===== src/rtl/clk_out_channel.sv =====
module clk_out_channel #(
  parameter int CFG_W   = 28,
  parameter int DIV_W   = 7,
  parameter int MAX_DIV = 80
) (
  input  logic             clk,
  input  logic             rst_n,
  input  logic             pri_tick,
  input  logic             sec_tick,
  input  logic             aux_tick,
  input  logic             sync_n,
  input  logic [CFG_W-1:0] cfg,
  output logic             out_p,
  output logic             out_p_oe,
  output logic             out_n,
  output logic             out_n_oe
);

  localparam logic [DIV_W-1:0] ONE  = DIV_W'(1);
  localparam logic [DIV_W-1:0] NMAX = DIV_W'(MAX_DIV);

  logic [1:0]       cfg_src, cfg_mp, cfg_mn;
  logic [DIV_W-1:0] cfg_ph, cfg_rat, cfg_n, cfg_d;
  logic             cfg_en;

  assign cfg_src = cfg[5:4];
  assign cfg_ph  = cfg[12:6];
  assign cfg_rat = cfg[19:13];
  assign cfg_en  = cfg[20];
  assign cfg_mp  = cfg[23:22];
  assign cfg_mn  = cfg[25:24];

  logic unused_cfg;
  assign unused_cfg = ^{cfg[3:0], cfg[CFG_W-1:26]};

  assign cfg_n = (cfg_rat >= NMAX) ? NMAX : cfg_rat + ONE;
  assign cfg_d = cfg_ph % cfg_n;

  logic [1:0]       src_a, mp_a, mn_a;
  logic [DIV_W-1:0] n_a, cnt, dly;
  logic             en_a, armed, q, sync_q;
  logic             sel_tick, sync_pulse, boundary;

  always_comb begin
    case (src_a)
      2'b00:   sel_tick = pri_tick;
      2'b01:   sel_tick = sec_tick;
      2'b10:   sel_tick = aux_tick;
      default: sel_tick = 1'b0;
    endcase
  end

  assign sync_pulse = sync_q & ~sync_n;
  assign boundary   = !en_a || (armed && dly == '0) || (!armed && cnt == n_a - ONE);

  always_ff @(posedge clk or negedge rst_n) begin
    if (!rst_n) begin
      src_a  <= 2'b00;
      mp_a   <= 2'b00;
      mn_a   <= 2'b00;
      n_a    <= ONE;
      en_a   <= 1'b0;
      cnt    <= '0;
      dly    <= '0;
      armed  <= 1'b1;
      q      <= 1'b0;
      sync_q <= 1'b1;
    end else begin
      sync_q <= sync_n;
      if (sync_pulse) begin
        src_a <= cfg_src;
        mp_a  <= cfg_mp;
        mn_a  <= cfg_mn;
        n_a   <= cfg_n;
        en_a  <= cfg_en;
        dly   <= cfg_d;
        cnt   <= '0;
        armed <= 1'b1;
        q     <= 1'b0;
      end else if (sel_tick) begin
        if (boundary) begin
          src_a <= cfg_src;
          mp_a  <= cfg_mp;
          mn_a  <= cfg_mn;
          n_a   <= cfg_n;
          en_a  <= cfg_en;
          cnt   <= '0;
          dly   <= '0;
          armed <= !cfg_en;
          q     <= cfg_en;
        end else if (armed) begin
          dly <= dly - ONE;
        end else begin
          cnt <= cnt + ONE;
          q   <= (cnt + ONE) < (n_a >> 1);
        end
      end else if (n_a == ONE && !armed) begin
        q <= 1'b0;
      end
    end
  end

  function automatic logic pin_val(input logic [1:0] m, input logic v);
    case (m)
      2'b00:   return v;
      2'b10:   return ~v;
      default: return 1'b0;
    endcase
  endfunction

  assign out_p    = pin_val(mp_a, q);
  assign out_n    = pin_val(mn_a, q);
  assign out_p_oe = (mp_a != 2'b01);
  assign out_n_oe = (mn_a != 2'b01);

endmodule


===== config.mk =====
export PLATFORM = sky130hd
export DESIGN_NAME = clk_out_channel
export DESIGN_NICKNAME = d
export VERILOG_FILES = /design/src/rtl/clk_out_channel.sv
export SDC_FILE = /design/constraint.sdc
export NUM_CORES = 1
export LEC_CHECK = 0
export ABC_AREA = 1
export BUFFER_PORTS_ARGS = -buffer_cell sky130_fd_sc_hd__buf_2
export CORE_AREA = 2 2 107 78
export DETAILED_ROUTE_END_ITERATION = 8
export DIE_AREA = 0 0 109 80
export PLACE_DENSITY = 0.73
export RECOVER_POWER = 100
export SLEW_MARGIN = 25
export SYNTH_ARGS = -nofsm -noshare
export SYNTH_HDL_FRONTEND = slang
export SYNTH_SLANG_ARGS = --single-unit

===== constraint.sdc =====
create_clock -name clk -period 2.48 [get_ports clk]
set_input_delay 0.248 -clock clk [delete_from_list [all_inputs] [get_ports clk]]
set_output_delay 0.248 -clock clk [all_outputs]
set_load 0.01 [all_outputs]

# ---- After elaboration in Yosys (flattened, before gate mapping)
# Cells that the tools add are included.
dict set report op_classes {
  add_sub_neg 4
  div_mod_pow 1
  n_lt_le_gt_ge 2
  eq_ne 10
  muxes 35
  bitwise_logic 3
  reduce_logical 20
}
# operator count
set ops {}
lappend ops {{$mux 7} 12}
lappend ops {{$mux 2} 9}
lappend ops {{$add 7x1->7 const B} 2}
lappend ops {{$sub 7x1->7 const B} 2}
lappend ops {{$mux 1} 11}
lappend ops {{$reduce_and 2->1} 4}
lappend ops {{$eq 7x1->1 const B} 1}
lappend ops {{$eq 7x7->1} 1}
lappend ops {{$ge 7x7->1 const B} 1}
lappend ops {{$logic_not 7->1} 1}
lappend ops {{$lt 7x6->1} 1}
lappend ops {{$mod 7x7->7} 1}
lappend ops {{$eq 2x2->1 const B} 3}
lappend ops {{$logic_not 2->1} 3}
lappend ops {{$reduce_bool 3->1} 2}
lappend ops {{$ne 2x1->1 const B} 2}
lappend ops {{$ne 4x2->1 const B} 1}
lappend ops {{$pmux 1 s2} 2}
lappend ops {{$reduce_bool 2->1} 2}
lappend ops {{$logic_and 1x1->1} 3}
lappend ops {{$logic_not 1->1} 3}
lappend ops {{$ne 3x1->1 const B} 1}
lappend ops {{$pmux 1 s3} 1}
lappend ops {{$eq 2x1->1 const B} 1}
lappend ops {{3 further kinds} 5}
dict set report word_totals {
  register_bits 31
  out_inout_bits 4
}

# ---- Logic depth before layout (Yosys ltp)
# Gate-level depths: netlist (run 1).
dict set report depth {
  ltp_word 7
  ltp_mapped 66
}

# ---- Worst setup path after synthesis (run 1)
# OpenSTA, ideal clock, no wires.
dict set report synth_timing {
  kind {input to register}
  startpoint {input port cfg[17]}
  endpoint {register dly[1]}
  setup_time_ps 121
  arrival_time_ps 7880
  path_slack_ps -5521
  stages 61
  n_path_buf 0
  path_cell_list {o21ai_4 nand2_1 ha_1 nor2_1 nor2_1 nand3_1 and2_1 ha_1 o21a_1 o21a_1 nand2_2 nand2_1 o21ai_0 ha_1 o21ai_0 nand2_1 nand2_1 nand2_1 [25 not listed] o21ai_1 a21oi_1 o21bai_1 nand2_1 nand3b_1 nand2_2 nand2_1 o21ai_2 ha_1 nand2_1 or4_1 and3_1 clkinv_1 a21oi_1 o21ai_0 o21ai_0 nand2_1 o21ai_1}
}
dict set report synth_between {
  elab_chain_len 4
  elab_cells_between_ends 5
  classes_between {add/sub: 1; div: 1; order compare: 1; mux: 2}
}
# element line_no
set synth_lines {}
lappend synth_lines {{start: declaration} 12} ;# input logic [CFG_W-1:0] cfg,
lappend synth_lines {{$add 7x1->7 / $ge 7x7->1 (equally long branches)} 36} ;# assign cfg_n = (cfg_rat >= NMAX) ? NMAX : cfg_rat + ONE;
lappend synth_lines {{$mux 7 (*)} 36}
lappend synth_lines {{$mod 7x7->7 (*)} 37} ;# assign cfg_d = cfg_ph % cfg_n;
lappend synth_lines {{$mux 7 (*)} 70} ;# if (sync_pulse) begin
lappend synth_lines {{end signal: assignment} 76} ;# dly <= cfg_d;
lappend synth_lines {{end signal: assignment} 92} ;# dly <= dly - ONE;
lappend synth_lines {{end: declaration} 40} ;# logic [DIV_W-1:0] n_a, cnt, dly;
# Mark *: on every way between the ends. The rest lies on a longest branch, timed or not.
# A chain may end at the register's enable or synchronous reset.

# ---- Worst setup path in the final report (run 1)
dict set report layout_timing {
  startpoint {input port cfg[18]}
  endpoint {register dly[1]}
}
# Same word-level chain as after synthesis.

==> qor.yml, run 1 <==
outcome:
  violations: "max-capacitance violations, max-slew violations, negative setup slack"
  status: "finished, violations left"
floorplanning:
  ios: 38
  core_mm2: 0.00767
  die_w_um: 109
  num_rows: 27
  die_area_mm2: 0.00872
  die_h_um: 80
  start_util_pct: 44.8
cells_and_area:
  final_nets: 741
  area_delta_synth_final_pct: 69.0
  drive_gt1_share_pct: 51.9
  final_cell_area_mm2: 0.00581
  n_antenna_cell: 0
placed_design:
  hpwlAfterDp_um: 7150
  post-place-ws_ns: -5.87
  gp_congestion: 0.892
  io_buffer_count: 30
  place_area_mm2: 0.00451
worst_setup_path:
  startpoint: "cfg[18]"
  cp_common_cell: "nand2_2"
  critical_path.max_fanout: 8
  cp_slowest_stage_delay_ns: 0.52
  endpoint: "dly[1]"
  end_kind: "flip-flop"
  critPathSlowestCell: "or4_1"
  crit_type: "primary input to flip-flop"
  cp.arrival_ns: 8.94
  r2r-end: "dly[3]"
  reg2reg_from: "n_a[0]"
  r2r_cells: 13
  cp-start-kind: "primary input"
  cp.required_ns: 2.66
  reg2reg_slack_ns: -0.07
synthesis:
  yosysUniqueCellTypes: 51
  synth_area_mm2: 0.00344
  yosysTopAreaCellShare_pct: 20.4
  yosysTopAreaCell: "dfrtp_1"
  synth_seq_area_share_pct: 22.7
  synth.area.top_cells: "dfrtp_1 20%, ha_1 15%, nand2_1 11%"
  syn_nets: 550
  synth_edf_count: 0
  syn_inst: 475
  ys_top_cells_by_count: "99 x nand2_1, 63 x inv_1, 40 x ha_1"
  synthFlopType: "dfrtp_1"
  avgSynthCellArea_um2: 7.24
  ys_warn_count: 0
  synthArstFlopShare_pct: 100
  synth_most_common_cell: "nand2_1"
  ys_seq_elements: 31
clock_network:
  cts_sinks: 31
  cts-root-buf: "clkbuf_8"
  holdBufCountCts: 0
  htree_levels: 2
  clk_latency_ns: 0.29
  cts_max_path_buffers: 2
  numCtsBuffers: 5
  clkTransAtPathRegs_ns: 0.07
  cts_tree: "done"
route:
  drc: 0
  wl_per_cell_um: 19.8
  routed_wl_um: 15200
  firstDrtPassIters: 6
  initialDrtViolationCount: 508
  avgViaCountPerCell: 5.93
  via_count: 4551
  ant_nets: 0
grt:
  grt_overflow: 0
  grtUsageTotal_pct: 28.3
  grt_pass1_wl_um: 19400
  antenna_found_initial: 0
  grt_pass1_vias: 4178
  grt_max_degree: 32
sta:
  post-route-period-util_pct: 353
  maxSlewViolCount: 32
  rsz0062_at_grt: "true"
  hold_violations: 0
  setup_violations: 8
  skew_ns: 0.00522
  slew-limit-headroom_pct: -9.49
  min_period_ns: 8.76
  worst_pin_slew_ns: 1.64
  setup_ws_ns: -6.28
  fmax_ghz: 0.114
power:
  p_sw_mw: 2.42
  power.leakage_nw: 2.92
  sw_frac_of_total_pct: 47.5
  p_seq_share_pct: 17.7
  pwr-share-comb_pct: 71.8
  power_frac_clock_pct: 10.5
  p_int_mw: 2.68
  ir_worst_vdd_v: 0.000453
  pwr_density_cell_mw_per_mm2: 879
worst_hold_path:
  hold_class: "primary input to flip-flop"
job:
  drv_cap: 1
-- power groups by stage --
stage | clock network, mW | registers (mW) | logic [mW]
global route | 0.563 | 0.921 | 3.87
detailed placement | 0 | 0.892 | 2.44
CTS | 0.532 | 0.883 | 2.87
floorplan | 0 | 0.848 | 1.65
finish | 0.536 | 0.904 | 3.66
global placement | 0 | 0.883 | 2.35
-- metrics by stage --
stage	power, mW	setup TNS (ns)	util [%]	cells	hold slack, ns
6_report	5.10	-42.93	75.7	768	0.0738
5_1_grt	5.36	-45.73	75.7	768	0.0640
4_1_cts	4.29	-36.20	68.9	752	0.0192
3_5_place_dp	3.33	-40.76	58.9	692	0.331
3_3_place_gp	3.23	-37.83	58.9	692	0.319
2_1_floorplan	2.50	-35.98	-	475	-0.0476
-- sequential cells by signal, indices dropped and copies added, names as in the netlist --
register	flops
n_a	7
dly	7
en_a	1
armed	1
sync_q	1
mn_a	2
src_a	2
q	1
cnt	7
mp_a	2
-- repair_timing --
action                     in CTS  in global routing
resized for setup              66                 77
pin swaps                      64                 69
cloned                          1                  0
setup endpoints to repair      21                 30
buffers inserted               52                 16
-- how the worst min path moves through the flow --
stage / from / end / slack (ns) / depth (start not counted)
floorplan: rst_n / cnt[0] / -0.05 / 0
global placement: rst_n / cnt[3] / 0.32 / 1
detailed placement: rst_n / cnt[2] / 0.33 / 1
CTS: rst_n / cnt[2] / 0.02 / 1
global route: sync_n / sync_q / 0.06 / 1
finish: sync_n / sync_q / 0.07 / 1
-- routing by layer --
metal / global-route usage, % / vias up / routed length (um)
li1: - / 1955 / -
met1: 34.7 / 2148 / 5490
met2: 48.9 / 315 / 7210
met3: 4.98 / 133 / 1430
met4: 11.3 / 0 / 1110
met5: 0 / - / 0
-- placed cells by master (no fill, tap or decap), types with 3 or more instances in the layout --
| cell | synthesis | routed |
|---|---|---|
| buf_4 | 1 | 150 |
| nand2_1 | 99 | 69 |
| inv_1 | 63 | 54 |
| nand2_2 | 8 | 28 |
| dfrtp_1 | 28 | 27 |
| xor2_1 | 25 | 24 |
| nor2_1 | 29 | 23 |
| ha_4 | 0 | 21 |
| buf_2 | 1 | 21 |
| ha_1 | 40 | 19 |
| nand3_1 | 26 | 15 |
| a21oi_1 | 28 | 15 |
| nand2_4 | 3 | 14 |
| o21ai_0 | 25 | 14 |
| a21oi_2 | 1 | 13 |
| nand4_1 | 10 | 10 |
| o21ai_1 | 9 | 10 |
| nand3_2 | 1 | 9 |
| buf_6 | 0 | 9 |
| o21ai_4 | 1 | 8 |
| inv_2 | 3 | 8 |
| o21ai_2 | 5 | 8 |
| xnor2_1 | 8 | 8 |
| o21bai_1 | 8 | 6 |
| clkbuf_8 | 0 | 6 |
| or2_2 | 6 | 5 |
| clkbuf_1 | 3 | 5 |
| nand3_4 | 1 | 4 |
| nor2_2 | 1 | 4 |
| nor3_1 | 4 | 4 |
| inv_4 | 1 | 4 |
| nor2_4 | 0 | 3 |
| dfstp_2 | 3 | 3 |
-- cell type report --
class	instances	area, um2
Clock buffer	6	82.6
Clock inverter	2	35.0
Fill cell	432	1860
Inverter	70	287
Multi-Input combinational cell	370	3090
Sequential cell	31	781
Tap cell	101	126
Timing Repair Buffer	188	1410
-- logic make-up (layout without fill, tap and decap cells) --
| logic type | after synthesis | count (layout) | synth area share, % |
|---|---|---|---|
| compound gates | 94 | 94 | 17.1 |
| xor+xnor | 33 | 33 | 8.41 |
| fa+ha+maj | 41 | 41 | 15.1 |
| buf+inv | 75 | 266 | 8.45 |
| flops | 31 | 31 | 22.7 |
| simple gates | 201 | 202 | 28.2 |
-- critical path, delay by kind of cell --
family / cells / cell delay (ns)
adders and majority gates: 7 / 1.81
AOI/OAI and AO/OA: 17 / 2.37
buffers and inverters: 11 / 1.11
and+or+nand+nor: 29 / 3.36
(Power assumes the default switching activity.)
==> run 2: changes to the inputs <==
CORE_AREA = 2 2 105 76   (was 2 2 107 78)
DIE_AREA = 0 0 107 78   (was 0 0 109 80)
PLACE_DENSITY = 0.75   (was 0.73)
==> run 2 against run 1 <==
Compared with the run above: the run still ends with max-capacitance violations, max-slew violations, negative setup slack left; combinational power down 2%; critical path type unchanged; global-route usage down 0.84 points; die area fell by 4.3%; clock power down 21%; fmax increased by 3.1%; utilization up 2.7 points; largest cell class unchanged.
==> qor.yml, run 2 (same netlist as run 1, synthesis figures left out) <==
grt:
  grt_pass1_vias: 4132  # was 4178
  antenna_found_initial: 0  # unchanged
  grt_max_degree: 32  # unchanged
  grt_pass1_wl_um: 18500  # was 19400 um
  grtUsageTotal_pct: 27.5  # was 28.3%
  grt_overflow: 0  # unchanged
power:
  power.leakage_nw: 2.85  # was 2.92 nW
  ir_worst_vdd_v: 0.000400  # was 0.000453 V
  power.total_mw: 4.93  # was 5.10 mW
  pwr_density_cell_mw_per_mm2: 866  # was 879 mW/mm2
floorplanning:
  num_rows: 26  # was 27
  die_area_mm2: 0.00835  # was 0.00872 mm2
  ios: 38  # unchanged
  start_util_pct: 47.4  # was 44.8%
  core_mm2: 0.00725  # was 0.00767 mm2
  die_h_um: 78  # was 80 um
  die_w_um: 107  # was 109 um
route:
  wl_per_cell_um: 19.3  # was 19.8 um
  ant_nets: 0  # unchanged
  via_count: 4421  # was 4551
  drc: 0  # unchanged
  initialDrtViolationCount: 478  # was 508
  avgViaCountPerCell: 5.86  # was 5.93
  firstDrtPassIters: 7  # was 6
  routed_wl_um: 14600  # was 15200 um
sta:
  skew_ns: 0.00801  # was 0.00522 ns
  maxSlewViolCount: 32  # unchanged
  worst_pin_slew_ns: 1.64  # about the same
  setup_violations: 11  # was 8
  fmax_ghz: 0.118  # was 0.114 GHz
  hold_violations: 0  # unchanged
  min_period_ns: 8.49  # was 8.76 ns
  setup_ws_ns: -6.01  # was -6.28 ns
  post-route-period-util_pct: 343  # was 353%
  rsz0062_at_grt: "true"  # unchanged
  setup_tns_ns: -41.65  # was -42.93 ns
  slew-limit-headroom_pct: -9.50  # was -9.49%
  fin_hold_ws_ns: 0.0696  # was 0.0738 ns
cells_and_area:
  drive_gt1_share_pct: 49.7  # was 51.9%
  n_antenna_cell: 0  # unchanged
  area_delta_synth_final_pct: 65.5  # was 69.0%
  fill_cells: 377  # was 432
  mostFrequentLayoutCell: "buf_4"  # unchanged
  top_regs: "cnt: 7 flops, dly: 7 flops, n_a: 7 flops"  # unchanged
  final_nets: 730  # was 741
  final_cell_mix: "141 x buf_4, 69 x nand2_1, 52 x inv_1"  # was 150 x buf_4, 69 x nand2_1, 54 x inv_1
worst_setup_path:
  cp-start-kind: "primary input"  # unchanged
  crit_family: "simple AND/OR/NAND/NOR gates"  # unchanged
  crit_buf_inv: 6  # was 11
  critPathSlowestCell: "fa_2"  # was or4_1
  cp.required_ns: 2.66  # about the same
  critical_path.max_fanout: 6  # was 8
  cp_slowest_stage_delay_ns: 0.35  # was 0.52 ns
  cp_common_cell: "nand2_2"  # unchanged
  crit_type: "primary input to flip-flop"  # unchanged
  end_kind: "flip-flop"  # unchanged
  cp.arrival_ns: 8.67  # was 8.94 ns
outcome:
  status: "finished, violations left"  # unchanged
  violations: "max-capacitance violations, max-slew violations, negative setup slack"  # unchanged
clock_network:
  cts_sinks: 31  # unchanged
  numCtsBuffers: 5  # unchanged
  cts_max_path_buffers: 2  # unchanged
  cts_tree: "done"  # unchanged
  clk_latency_ns: 0.30  # was 0.29 ns
  clkTransAtPathRegs_ns: 0.06  # was 0.07 ns
  htree_levels: 2  # unchanged
  cts-root-buf: "clkbuf_8"  # unchanged
placed_design:
  gp_congestion: 0.864  # was 0.892
  hpwlAfterDp_um: 7360  # was 7150 um
  io_buffer_count: 30  # unchanged
job:
  drv_cap: 1  # unchanged
worst_hold_path:
  hold_class: "primary input to flip-flop"  # unchanged
run 2: worst paths after layout:
kind	start	to	slack, ns	depth (start not counted)
max	cfg[14]	dly[6]	-6.01	64
min	sync_n	sync_q	0.07	1
max reg2reg	n_a[0]	dly[4]	-0.05	12
min reg2reg	n_a[1]	n_a[1]	0.51	2
max in group asynchronous	rst_n	cnt[0]	1.05	1
min in group asynchronous	rst_n	cnt[2]	0.36	1
run 2: area by class of cell:
cell class	count	area (um2)	area share, %
multi-input combinational	369	3080	54.1
sequential	31	781	13.7
clock buffer	7	86.3	1.52
tap	98	123	2.16
clock inverter	1	5.00	0.0880
timing repair buffer	178	1340	23.5
inverter	70	282	4.95
run 2: power breakdown:
part | internal [mW] | switching [mW] | leakage (nW) | total, mW
Sequential | 0.712 | 0.206 | 0.386 | 0.919
Combinational | 1.58 | 2.01 | 2.41 | 3.59
Clock | 0.224 | 0.198 | 0.0482 | 0.422
Total | 2.52 | 2.41 | 2.85 | 4.93
run 2: routing by layer:
layer	vias up	part of all wire, %	GRT usage (%)	wire [um]
li1	1927	-	-	-
met1	2068	37	33.5	5420
met2	308	48	47.5	6980
met3	118	8.4	5.38	1220
met4	0	6.6	11.0	964
met5	-	0	0	0
run 2: through the flow:
step / setup WS, ns / cells / util [%] / cell area, um2
global route: -6.34 / 754 / 78.4 / 5690
finish: -6.01 / 754 / 78.4 / 5690
CTS: -5.19 / 743 / 71.9 / 5220
detailed placement: -5.92 / 692 / 62.5 / 4530
floorplan: -5.23 / 475 / - / 3570
global placement: -5.41 / 692 / 62.5 / 4530
run 2: what timing repair did:
item / CTS / global route
gates resized for setup: 57 / 85
hold buffers: 0 / 0
setup endpoints to repair: 9 / 30
pin swaps: 46 / 62
buffers inserted: 43 / 11
==> run 3: changes to the inputs <==
ABC_CLOCK_PERIOD_IN_PS = 2480   (was unset)
CORE_AREA = 2 2 81 98   (was 2 2 105 76)
DIE_AREA = 0 0 83 100   (was 0 0 107 78)
==> run 3 against run 2 <==
Compared with the run above: the flow still finishes with violations (max-capacitance violations, max-slew violations, negative setup slack); utilization increased by 0.17 points; cell count rose by 2.4%; power rose by 0.62%; largest power group unchanged; fmax rose by 4.4%; non-clock buffer count rose by 22; worst hold slack got worse by 0.0094 ns; via count is 5.0% lower; sequential cell count stayed put; global-route usage down 0.19 points; register-to-register slack improved by 0.05 ns; sequential power shrank 1%.
==> qor.yml, run 3 (same netlist as run 1, synthesis figures left out) <==
worst_setup_path:
  cp_common_cell: "buf_4"  # was nand2_2
  cp-start-kind: "primary input"  # unchanged
  end_kind: "flip-flop"  # unchanged
  cp_slowest_stage_delay_ns: 0.35  # about the same
  crit_type: "primary input to flip-flop"  # unchanged
  cp.required_ns: 2.70  # was 2.66 ns
  critPathSlowestCell: "ha_1"  # was fa_2
  cp.arrival_ns: 8.36  # was 8.67 ns
  critical_path.max_fanout: 7  # was 6
sta:
  setup_violations: 7  # was 11
  setup_ws_ns: -5.66  # was -6.01 ns
  post-route-period-util_pct: 328  # was 343%
  worst_pin_slew_ns: 1.64  # about the same
  hold_violations: 0  # unchanged
  rsz0062_at_grt: "true"  # unchanged
  slew-limit-headroom_pct: -9.35  # was -9.50%
  setup_tns_ns: -39.34  # was -41.65 ns
  maxSlewViolCount: 32  # unchanged
  fmax_ghz: 0.123  # was 0.118 GHz
  skew_ns: 0.00338  # was 0.00801 ns
  min_period_ns: 8.14  # was 8.49 ns
route:
  ant_nets: 0  # unchanged
  via_count: 4198  # was 4421
  avgViaCountPerCell: 5.44  # was 5.86
  routed_wl_um: 13600  # was 14600 um
  initialDrtViolationCount: 167  # was 478
  wl_per_cell_um: 17.6  # was 19.3 um
  drc: 0  # unchanged
  firstDrtPassIters: 4  # was 7
placed_design:
  place_area_mm2: 0.00451  # was 0.00453 mm2
  hpwlAfterDp_um: 6900  # was 7360 um
  io_buffer_count: 30  # unchanged
  place_inst: 686  # was 692
  gp_congestion: 0.888  # was 0.864
power:
  power.leakage_nw: 2.97  # was 2.85 nW
  power.total_mw: 4.96  # was 4.93 mW
  pwr_density_cell_mw_per_mm2: 843  # was 866 mW/mm2
  ir_worst_vdd_v: 0.000660  # was 0.000400 V
clock_network:
  numCtsBuffers: 5  # unchanged
  clk_latency_ns: 0.29  # was 0.30 ns
  clkTransAtPathRegs_ns: 0.07  # was 0.06 ns
  htree_levels: 2  # unchanged
  cts_max_path_buffers: 2  # unchanged
  holdBufCountCts: 0  # unchanged
  cts_tree: "done"  # unchanged
  cts_sinks: 31  # unchanged
  cts-root-buf: "clkbuf_8"  # unchanged
floorplanning:
  ios: 38  # unchanged
  start_util_pct: 45.9  # was 47.4%
  core_mm2: 0.00749  # was 0.00725 mm2
  die_h_um: 100  # was 78 um
  die_w_um: 83  # was 107 um
  die_area_mm2: 0.00830  # was 0.00835 mm2
  num_rows: 35  # was 26
cells_and_area:
  n_antenna_cell: 0  # unchanged
  final_nets: 754  # was 730
  final_cell_area_mm2: 0.00589  # was 0.00569 mm2
  final-instance-count-excl-fill: 772  # was 754
  drive_gt1_share_pct: 52.5  # was 49.7%
  postLayoutCoreUtil_pct: 78.6  # was 78.4%
  area_delta_synth_final_pct: 71.2  # was 65.5%
  mostFrequentLayoutCell: "buf_4"  # unchanged
  fill_cells: 466  # was 377
  top_regs: "cnt: 7 flops, dly: 7 flops, n_a: 7 flops"  # unchanged
  final_cell_mix: "164 x buf_4, 71 x nand2_1, 51 x inv_1"  # was 141 x buf_4, 69 x nand2_1, 52 x inv_1
  seq_area_um2: 781  # unchanged
  multi_input_comb_area_mm2: 0.00310  # was 0.00308 mm2
grt:
  grtUsageTotal_pct: 27.3  # was 27.5%
  grt_pass1_wl_um: 18600  # was 18500 um
  grt_pass1_vias: 4319  # was 4132
  antenna_found_initial: 0  # unchanged
  grt_max_degree: 32  # unchanged
  grt_overflow: 0  # unchanged
outcome:
  status: "finished, violations left"  # unchanged
  violations: "max-capacitance violations, max-slew violations, negative setup slack"  # unchanged
job:
  drv_cap: 1  # unchanged
worst_hold_path:
  hold_class: "primary input to flip-flop"  # unchanged
## run 3: cell count changes in the layout (fill, tap and decap cells not counted), moves of 3 or more
cell,change
o21ai_1,-4
buf_4,+23
buf_12,-3
nand3_2,+5
nand3_1,-5
## run 3: what timing repair did
item / in CTS / in global routing
resized for setup: 76 / 79
setup buffers: 47 / 30
gates cloned: 2 / 0
pin swaps: 62 / 64
setup endpoints to repair: 11 / 30
## run 3: path summary, 6_finish.rpt
check                         end  startpoint  cells after the start  slack, ns
max                        dly[6]     cfg[18]                     60      -5.66
min                        sync_q      sync_n                      1       0.06
max reg2reg                dly[3]      n_a[0]                     13          0
min reg2reg                n_a[1]      n_a[1]                      2       0.49
max in group asynchronous  cnt[1]       rst_n                      1       1.05
min in group asynchronous  cnt[2]       rst_n                      1       0.37
## run 3: final cells by class
| type | instances | share of cell area (%) |
|---|---|---|
| Timing Repair Buffer | 200 | 25.1 |
| Tap cell | 92 | 1.96 |
| Timing Repair inverter | 1 | 0.106 |
| Sequential cell | 31 | 13.3 |
| Clock inverter | 2 | 0.595 |
| Clock buffer | 6 | 1.40 |
| Multi-Input combinational cell | 370 | 52.7 |
| Inverter | 70 | 4.85 |
## run 3: through the flow
step                      hold WS [ns]  worst slack [ns]
after global routing            0.0619             -6.06
after floorplan                -0.0476             -5.23
after global placement           0.314             -5.45
final                           0.0603             -5.66
after CTS                       0.0207             -5.09
after detailed placement         0.325             -5.78
## run 3: routing by layer
layer  global-route usage, %  wire (um)  vias up
met5                       0          0        -
met4                    15.3       1110        0
met3                    2.80        490       87
met2                    55.5       7150      161
met1                    26.4       4800     1970
li1                        -          -     1980
## run 3: worst max-delay path, delay by kind of cell
kind | cells | cell delay [ns]
buffers and inverters | 16 | 1.73
AOI/OAI and AO/OA | 12 | 1.90
and+or+nand+nor | 25 | 2.55
adders and majority gates | 6 | 1.58
xor gates and xnor gates | 1 | 0.29
## run 3: report_power, final
part / internal (mW) / leakage (nW) / switching, mW
registers: 0.711 / 0.385 / 0.196
clock network: 0.325 / 0.0612 / 0.196
logic: 1.64 / 2.52 / 1.89
